===== config.mk =====
export PLATFORM = sky130hd
export DESIGN_NAME = dct_sop_datapath
export DESIGN_NICKNAME = d
export VERILOG_FILES = /design/src/rtl/dct_sop_pkg.sv /design/src/rtl/dct_rst_sync.sv /design/src/rtl/dct_mag_mult.sv /design/src/rtl/dct_term_acc.sv /design/src/rtl/dct_out_scale.sv /design/src/rtl/dct_sop_datapath.sv
export SDC_FILE = /design/constraint.sdc
export NUM_CORES = 2
export LEC_CHECK = 0
export BUFFER_PORTS_ARGS = -buffer_cell sky130_fd_sc_hd__clkbuf_2
export CORE_UTILIZATION = 40
export CTS_CLUSTER_DIAMETER = 150
export DETAILED_ROUTE_END_ITERATION = 10
export MAX_ROUTING_LAYER = met4
export SYNTH_ARGS = -nofsm -noshare
export SYNTH_HDL_FRONTEND = slang
export SYNTH_SLANG_ARGS = --single-unit

===== constraint.sdc =====
create_clock -name clk -period 7.9 [get_ports clk]
set_input_delay 1.975 -clock clk [delete_from_list [all_inputs] [get_ports clk]]
set_output_delay 1.975 -clock clk [all_outputs]
set_load 0.1 [all_outputs]

===== src/rtl/dct_sop_pkg.sv =====
package dct_sop_pkg;

  // Default operand and sum widths.
  parameter int unsigned DEF_DATA_W  = 16;
  parameter int unsigned DEF_ACC_W   = 36;
  // 1/sqrt(2) in unsigned Q0.16 form, rounded to nearest.
  parameter int unsigned DEF_SCALE_K    = 46341;
  parameter int unsigned DEF_SCALE_FRAC = 16;

  // Term polarity chosen by the sequencer.
  typedef enum logic {
    TERM_ADD = 1'b0,
    TERM_SUB = 1'b1
  } term_pol_e;

endpackage


===== src/rtl/dct_rst_sync.sv =====
module dct_rst_sync #(
  parameter int unsigned STAGES = 2
) (
  input  logic clk,
  input  logic rst_n,
  output logic rst_n_sync
);

  logic [STAGES-1:0] sync_q;
  logic [STAGES-1:0] sync_d;

  always_comb begin
    sync_d = {sync_q[STAGES-2:0], 1'b1};
  end

  always_ff @(posedge clk or negedge rst_n) begin
    if (!rst_n) begin
      sync_q <= '0;
    end else begin
      sync_q <= sync_d;
    end
  end

  assign rst_n_sync = sync_q[STAGES-1];

endmodule


===== src/rtl/dct_mag_mult.sv =====
module dct_mag_mult #(
  parameter int unsigned DATA_W = 16,
  localparam int unsigned PROD_W = 2 * DATA_W
) (
  input  logic                     clk,
  input  logic                     rst_n,
  input  logic signed [DATA_W-1:0] sample_i,
  input  logic signed [DATA_W-1:0] cosine_i,
  input  logic                     sign_en_i,
  input  logic                     prod_en_i,
  output logic                     term_neg_o,
  output logic [PROD_W-1:0]        prod_o
);

  logic              sign_d, sign_q;
  logic [DATA_W-1:0] samp_mag, cos_mag;
  logic [PROD_W-1:0] prod_d, prod_q;

  // Magnitudes: the most negative value maps to 2^(DATA_W-1), which
  // still fits in DATA_W unsigned bits.
  always_comb begin
    samp_mag = sample_i[DATA_W-1] ? (~sample_i + 1'b1) : sample_i;
    cos_mag  = cosine_i[DATA_W-1] ? (~cosine_i + 1'b1) : cosine_i;
  end

  always_comb begin
    sign_d = sign_q;
    if (sign_en_i) begin
      sign_d = sample_i[DATA_W-1] ^ cosine_i[DATA_W-1];
    end
  end

  always_comb begin
    prod_d = prod_q;
    if (prod_en_i) begin
      prod_d = PROD_W'(samp_mag) * PROD_W'(cos_mag);
    end
  end

  always_ff @(posedge clk or negedge rst_n) begin
    if (!rst_n) begin
      sign_q <= 1'b0;
      prod_q <= '0;
    end else begin
      sign_q <= sign_d;
      prod_q <= prod_d;
    end
  end

  assign term_neg_o = sign_q;
  assign prod_o     = prod_q;

endmodule


===== src/rtl/dct_term_acc.sv =====
module dct_term_acc
  import dct_sop_pkg::*;
#(
  parameter int unsigned PROD_W = 32,
  parameter int unsigned ACC_W  = 36
) (
  input  logic                    clk,
  input  logic                    rst_n,
  input  logic [PROD_W-1:0]       prod_i,
  input  logic                    neg_sel_i,
  input  logic                    acc_en_i,
  input  logic                    acc_clr_i,
  output logic signed [ACC_W-1:0] sum_o
);

  term_pol_e               pol;
  logic signed [ACC_W-1:0] term_pos, term;
  logic signed [ACC_W-1:0] sum_d, sum_q;

  always_comb begin
    pol      = term_pol_e'(neg_sel_i);
    term_pos = $signed({{(ACC_W-PROD_W){1'b0}}, prod_i});
    case (pol)
      TERM_SUB: term = -term_pos;
      default:  term = term_pos;
    endcase
  end

  // Clear has priority over accumulate.
  always_comb begin
    sum_d = sum_q;
    if (acc_clr_i) begin
      sum_d = '0;
    end else if (acc_en_i) begin
      sum_d = sum_q + term;
    end
  end

  always_ff @(posedge clk or negedge rst_n) begin
    if (!rst_n) begin
      sum_q <= '0;
    end else begin
      sum_q <= sum_d;
    end
  end

  assign sum_o = sum_q;

endmodule


===== src/rtl/dct_out_scale.sv =====
module dct_out_scale #(
  parameter int unsigned ACC_W      = 36,
  parameter int unsigned SCALE_K    = 46341,
  parameter int unsigned SCALE_FRAC = 16,
  localparam int unsigned K_W   = $clog2(SCALE_K + 1) + 1,
  localparam int unsigned MUL_W = ACC_W + K_W
) (
  input  logic signed [ACC_W-1:0] sum_i,
  input  logic                    dc_sel_i,
  output logic signed [ACC_W-1:0] result_o
);

  localparam logic signed [K_W-1:0] K_S = K_W'(SCALE_K);

  logic signed [MUL_W-1:0] wide_prod;
  logic signed [MUL_W-1:0] wide_shift;
  logic signed [ACC_W-1:0] scaled;

  always_comb begin
    wide_prod  = MUL_W'(sum_i) * MUL_W'(K_S);
    wide_shift = wide_prod >>> SCALE_FRAC;
    scaled     = wide_shift[ACC_W-1:0];
    result_o   = dc_sel_i ? scaled : sum_i;
  end

endmodule


===== src/rtl/dct_sop_datapath.sv =====
module dct_sop_datapath
  import dct_sop_pkg::*;
#(
  parameter int unsigned DATA_W     = DEF_DATA_W,
  parameter int unsigned ACC_W      = DEF_ACC_W,
  parameter int unsigned SCALE_K    = DEF_SCALE_K,
  parameter int unsigned SCALE_FRAC = DEF_SCALE_FRAC,
  localparam int unsigned PROD_W    = 2 * DATA_W
) (
  input  logic                    clk,
  input  logic                    rst_n,
  input  logic [DATA_W-1:0]       sample_i,
  input  logic [DATA_W-1:0]       cosine_i,
  input  logic                    sign_en_i,
  input  logic                    prod_en_i,
  input  logic                    neg_sel_i,
  input  logic                    acc_en_i,
  input  logic                    acc_clr_i,
  input  logic                    dc_sel_i,
  output logic [ACC_W-1:0]        result_o,
  output logic                    term_neg_o
);

  logic                    rst_n_sync;
  logic [PROD_W-1:0]       prod_w;
  logic signed [ACC_W-1:0] sum_w;
  logic signed [ACC_W-1:0] res_w;

  dct_rst_sync #(.STAGES(2)) u_rst (
    .clk        (clk),
    .rst_n      (rst_n),
    .rst_n_sync (rst_n_sync)
  );

  dct_mag_mult #(.DATA_W(DATA_W)) u_mult (
    .clk        (clk),
    .rst_n      (rst_n_sync),
    .sample_i   ($signed(sample_i)),
    .cosine_i   ($signed(cosine_i)),
    .sign_en_i  (sign_en_i),
    .prod_en_i  (prod_en_i),
    .term_neg_o (term_neg_o),
    .prod_o     (prod_w)
  );

  dct_term_acc #(.PROD_W(PROD_W), .ACC_W(ACC_W)) u_acc (
    .clk       (clk),
    .rst_n     (rst_n_sync),
    .prod_i    (prod_w),
    .neg_sel_i (neg_sel_i),
    .acc_en_i  (acc_en_i),
    .acc_clr_i (acc_clr_i),
    .sum_o     (sum_w)
  );

  dct_out_scale #(
    .ACC_W      (ACC_W),
    .SCALE_K    (SCALE_K),
    .SCALE_FRAC (SCALE_FRAC)
  ) u_scale (
    .sum_i    (sum_w),
    .dc_sel_i (dc_sel_i),
    .result_o (res_w)
  );

  assign result_o = res_w;

endmodule


# Word level (Yosys, flattened, before mapping)
# Index checks and enable logic that the tools add are counted.
# Widths: inputs -> output; s select.
[classes] n_mul=2 reduce_logical=1 bitwise_logic=3 n_mux=6 n_addsub=4
[ops] cell="$mux 36" n=4
[ops] cell="$mul 36x17->52 const B" n=1
[ops] cell="$add 36x36->36" n=1
[ops] cell="$neg 32->36" n=1
[ops] cell="$add 16x1->16 const B" n=2
[ops] cell="$mul 16x16->32" n=1
[ops] cell="$mux 16" n=2
[ops] cell="$not 16->16" n=2
[ops] cell="$reduce_bool 2->1" n=1
[ops] cell="$xor 1x1->1" n=1
[totals] elab_cells=20 output_inout_bits=37 regBits=71

# Longest topological paths before layout
[depth] word_depth=5 mapped_depth=31 ltp_nobuf=29

# By module
# Synthesis repeated with hierarchy kept, for this count alone.
[unflattened] hier_cells=2967 area_unflattened_um2=25325.5
[by_module_without_submodules] mod="dct_out_scale" n_inst=1 cells_per_inst=1217 area_per_inst_um2=10652.7
[by_module_without_submodules] mod="dct_mag_mult" n_inst=1 cells_per_inst=1222 area_per_inst_um2=10420.0
[by_module_without_submodules] mod="dct_term_acc" n_inst=1 cells_per_inst=525 area_per_inst_um2=4199.0
[by_module_without_submodules] mod="dct_rst_sync" n_inst=1 cells_per_inst=3 area_per_inst_um2=53.8

# Worst setup path after synthesis
# OpenSTA, ideal clock, no wires.
[synth_path] path_type="input -> register" from="input port sample_i[0]" to="register u_mult.prod_q[22], in the netlist u_mult.prod_o[22]" path_buffers=2 required_ns=7.775 arrival_time_ns=9.397 path_stages=28 setup_slack_ns=-1.621 cell_sequence="clkbuf_1 inv_2 nand2_1 or4b_1 or3_1 o31a_1 xor2_1 clkbuf_1 nand2_1 fa_1 fa_1 inv_1 fa_1 fa_1 fa_1 inv_1 fa_1 inv_1 ha_1 and3_1 nor2b_1 o31ai_1 o211ai_1 a221o_1 a21o_1 a21oi_1 xnor2_1 mux2_2"
[synth_between] elab_chain_cells=4
[synth_rtl] element="from (decl)" line="dct_sop_datapath.sv:12" text="input logic [DATA_W-1:0] sample_i,"
[synth_rtl] element="$not 16->16" line="dct_mag_mult.sv:22" text="samp_mag = sample_i[DATA_W-1] ? (~sample_i + 1'b1) : sample_i;"
[synth_rtl] element="$add 16x1->16" line="dct_mag_mult.sv:22"
[synth_rtl] element="$mux 16 *" line="dct_mag_mult.sv:22"
[synth_rtl] element="$mul 16x16->32 *" line="dct_mag_mult.sv:36" text="prod_d = PROD_W'(samp_mag) * PROD_W'(cos_mag);"
[synth_rtl] element="to (signal assigned)" line="dct_mag_mult.sv:46" text="prod_q <= prod_d;"
[synth_rtl] element="to (decl)" line="dct_mag_mult.sv:17" text="logic [PROD_W-1:0] prod_d, prod_q;"
# Mark *: on every way between the ends. The rest lies on a longest branch, timed or not.
# A chain may end at the register's enable or synchronous reset.

# Worst setup path in the final report
[layout_path] from="input port sample_i[0]" to="register u_mult.prod_q[29], in the netlist u_mult.prod_o[29]"
# The elaborated chain is that of the path after synthesis.

==> summary by stage <==
Synth
Synthesis produced a netlist with a net count of 3388. The cell area after synthesis is 23500 um^2. The count of flip-flops with a built-in enable after synthesis is 0. In the post-synthesis netlist, the cell with the most instances is inv_1. Synthesis handed over a netlist of 2587 instances. The share of the yosys chip area belonging to registers is 7.55%.

For this run, the leading register cell type out of synthesis is dfrtp_1. The share of the synthesized area in the top cell type is a little under a third. The most area-hungry cell type in the Yosys netlist is fa_1.

The number of register bits inferred by synthesis is 71. The post-synthesis async set-or-reset flop share is 100%. For this run, the number of Yosys warnings is 0. The average cell area after synthesis is just over 9 um^2. The number of distinct library cells after synthesis is 76. Sorting the synthesized cells by area gives the leading types as fa_1 (32%), ha_1 (21%), inv_1 (7.7%), dfrtp_1 (7.6%), xnor2_1 (3.9%).

By count the netlist is led by inv_1 (480), ha_1 (387), fa_1 (374).

STA
The routed design could run at a clock period as short as approximately 8.5 ns. The final count of hold timing violations was 0. The portion of the clock cycle consumed by the worst path in the final layout is 108%.

The relative slew slack is 24.6%. The total negative slack for setup checks is -9.39 ns. Between clock sinks in the finished design, the worst skew comes to 0.00946 ns. Once routing completed, OpenROAD measured the worst setup slack at -0.629 ns. The worst-margin pin slew is 1.13 ns. The number of slew-limit violations in the final report is 0.

Setup violations remaining at the end of the flow were counted as 30. The fmax is 117 MHz. Setup repair after global routing could not meet its margin everywhere.

Finish
Compared with the post-synthesis result, the final layout area differs by 29.0%. The final instance area is a little over 30000 um^2. The fraction of layout instances using a drive strength above 1 is 27.4%. The final-stage net count is 3848. The number of inserted filler cells in the final layout is 5228.

Clocking
The clock tree from TritonCTS is yes. CTS built an H-tree with a depth of 3. The maximum clock path buffer count is 2. The tree is rooted in a clkbuf_16. The clock reaches the later pin of the worst-skew pair after 0.35 ns. The clock net sink count is 71.

In this run, CTS created clock tree buffers numbering 9. The clock-pin transition on the worst setup and hold timing paths is ~0.060 ns.

Setup path
At the worst endpoint, the arrival time is 8.81 ns. The category of the worst setup path capture point is a register. The largest incremental delay on the critical path is 0.53 ns. The largest driver fanout on the critical path is 7. The type of origin of the critical path is a primary input. The worst reg2reg path depth is 23. STA puts the critical path data required time at 8.18 ns. The critical path is of the in -> reg type. On the critical path, the stage with the largest delay is an instance of or4b_4. Among the stages of the critical path, the cell type that occurs most often is fa_1.

Floorplanning
After floorplanning, the core was sized to cover 57900 um^2. The number of placed I/O pins is 77. After floorplanning, the core was divided into 88 placement rows. The full die area is around 60000 um^2.

The effective utilization at floorplan is 40.6%. Measured along the y axis, the die boundary spans roughly 240 um. The die is about 240 um wide.

Detailed routing
The total number of vias is 19300. The iteration-0 DRC count of the detailed router is 752. For this block, the routed nets add up to 63600 um of wire. The detail route stage leaves a number of antenna-violating nets equal to 0. The number of detailed-routing iterations run before antenna repair is 5. The DRC violation count after routing is 0. Dividing the detail-routed wire length by the instance count gives 16.7 um. Using the TritonRoute via totals, the vias-per-cell ratio works out to 5.05.

Outcome
The final reports fail on negative setup slack. The run finished, with violations left.

Global route
The number of global-route vias before repair is 20500. The global routing usage summed across all routing layers is 22.0%. The number of antenna violations at the first check in global routing is 1. The maximum number of pins on one net before global-route repair is 70.

The wire length of the first global-routing pass is 103000 um. The residual overflow from global routing is 0.

Job
The max-cap check violation count is 0.

Placed design
At the end of routability-driven placement, the weighted congestion stood at 0.945. The count of buffers added on input and output ports is 76. Once placement finished, the instance area stood at 28100 um^2. Detailed placement finished with a half-perimeter wire length of 54200 um.

Worst hold path
The worst hold path passes through 0 cells. The path class of the tightest hold or removal check is reg -> reg.
-- registers in the layout, summed over array words and instances (netlist names) --
register,flops
u_acc.sum_o,36
u_rst.sync_q,2
u_mult.prod_o,32
u_mult.term_neg_o,1
-- cells in the final DEF (no fill, tap or decap), types with 15 or more instances in the layout --
| cell | count |
|---|---|
| buf_4 | 395 |
| dfrtp_2 | 24 |
| o21ai_2 | 16 |
| fa_1 | 360 |
| nor2_1 | 162 |
| a21o_1 | 42 |
| clkbuf_2 | 46 |
| ha_4 | 40 |
| a21oi_1 | 91 |
| o21bai_1 | 22 |
| nand2_1 | 218 |
| and2_1 | 18 |
| a21oi_2 | 25 |
| nand2b_1 | 30 |
| nand3_1 | 21 |
| xor2_1 | 45 |
| xnor2_1 | 92 |
| mux2_2 | 29 |
| buf_6 | 35 |
| o21ai_0 | 36 |
| buf_12 | 32 |
| or3_1 | 15 |
| ha_1 | 345 |
| inv_1 | 458 |
| mux2_4 | 16 |
| dfrtp_1 | 47 |
| o21ai_1 | 23 |
| inv_2 | 22 |
| nand4_1 | 18 |
-- critical path: cells and delay by family --
family                   cells  cell delay [ns]
XOR/XNOR                     1             0.17
multiplexers                 1             0.32
adder cells (fa/ha/maj)      7             3.09
buffers and inverters        7             0.58
AND/OR/NAND/NOR              5             1.09
AO/OA/AOI/OAI                8             1.58
-- per-stage QoR --
| step | std cells | worst slack (ns) | hold WS [ns] | util [%] |
|---|---|---|---|---|
| after floorplan | 2587 | -1.07 | 0.331 | - |
| after detailed placement | 3719 | -1.17 | 0.343 | 48.4 |
| after global placement | 3719 | -1.07 | 0.337 | 48.4 |
| after CTS | 3778 | -0.625 | 0.356 | 50.3 |
| final | 3818 | -0.629 | 0.354 | 52.4 |
| after global routing | 3818 | -0.868 | 0.363 | 52.4 |
-- metal layers --
| layer | track usage, % | vias up | part of all wire, % |
|---|---|---|---|
| li1 | - | 9361 | - |
| met4 | 6.42 | 0 | 2.5 |
| met3 | 1.32 | 78 | 2.4 |
| met1 | 27.7 | 9558 | 45 |
| met2 | 38.0 | 300 | 50 |
| met5 | - | - | 0 |
-- layout make-up --
class	count	area (um^2)	share of cell area (%)
Clock buffer	15	258	0.849
Inverter	481	1820	5.99
Timing Repair Buffer	511	4290	14.1
Antenna cell	1	2.50	0.00824
Sequential cell	71	1810	5.95
Multi-Input combinational cell	1973	21200	69.9
Tap cell	765	957	3.15
Clock inverter	1	5.00	0.0165
-- timing repair --
action,CTS,global route
pin swaps,98,143
buffers inserted,45,42
hold buffers,0,0
setup endpoints to repair,44,47
resized for setup,107,196
-- path summary, 6_finish.rpt --
path	startpoint	slack, ns	end
max in group asynchronous	rst_n	6.39	u_rst.sync_q[1]
worst max-delay path	sample_i[0]	-0.63	u_mult.prod_o[29]
worst max register to register	u_mult.prod_o[0]	2.71	u_acc.sum_o[35]
worst min-delay path	u_rst.sync_q[0]	0.35	u_rst.sync_q[1]
min in group asynchronous	u_rst.sync_q[1]	0.46	u_acc.sum_o[35]
worst min register to register	u_rst.sync_q[0]	0.35	u_rst.sync_q[1]
-- cell families (layout without fill, tap and decap cells) --
group / count (synthesis) / after routing / share of synthesized area (%)
DFF: 71 / 71 / 7.55
adders and majority gates: 761 / 761 / 52.4
other: 1 / 2 / 0.0159
muxes: 60 / 60 / 2.81
and+or+nand+nor: 608 / 608 / 12.1
buffers and inverters: 543 / 1008 / 8.79
AOI/OAI and AO/OA: 389 / 389 / 10.6
xor gates and xnor gates: 154 / 154 / 5.73
Power is left out: the tool's default activity adds up to more than one toggle a clock period on the data nets, which glitch-free logic cannot reach.
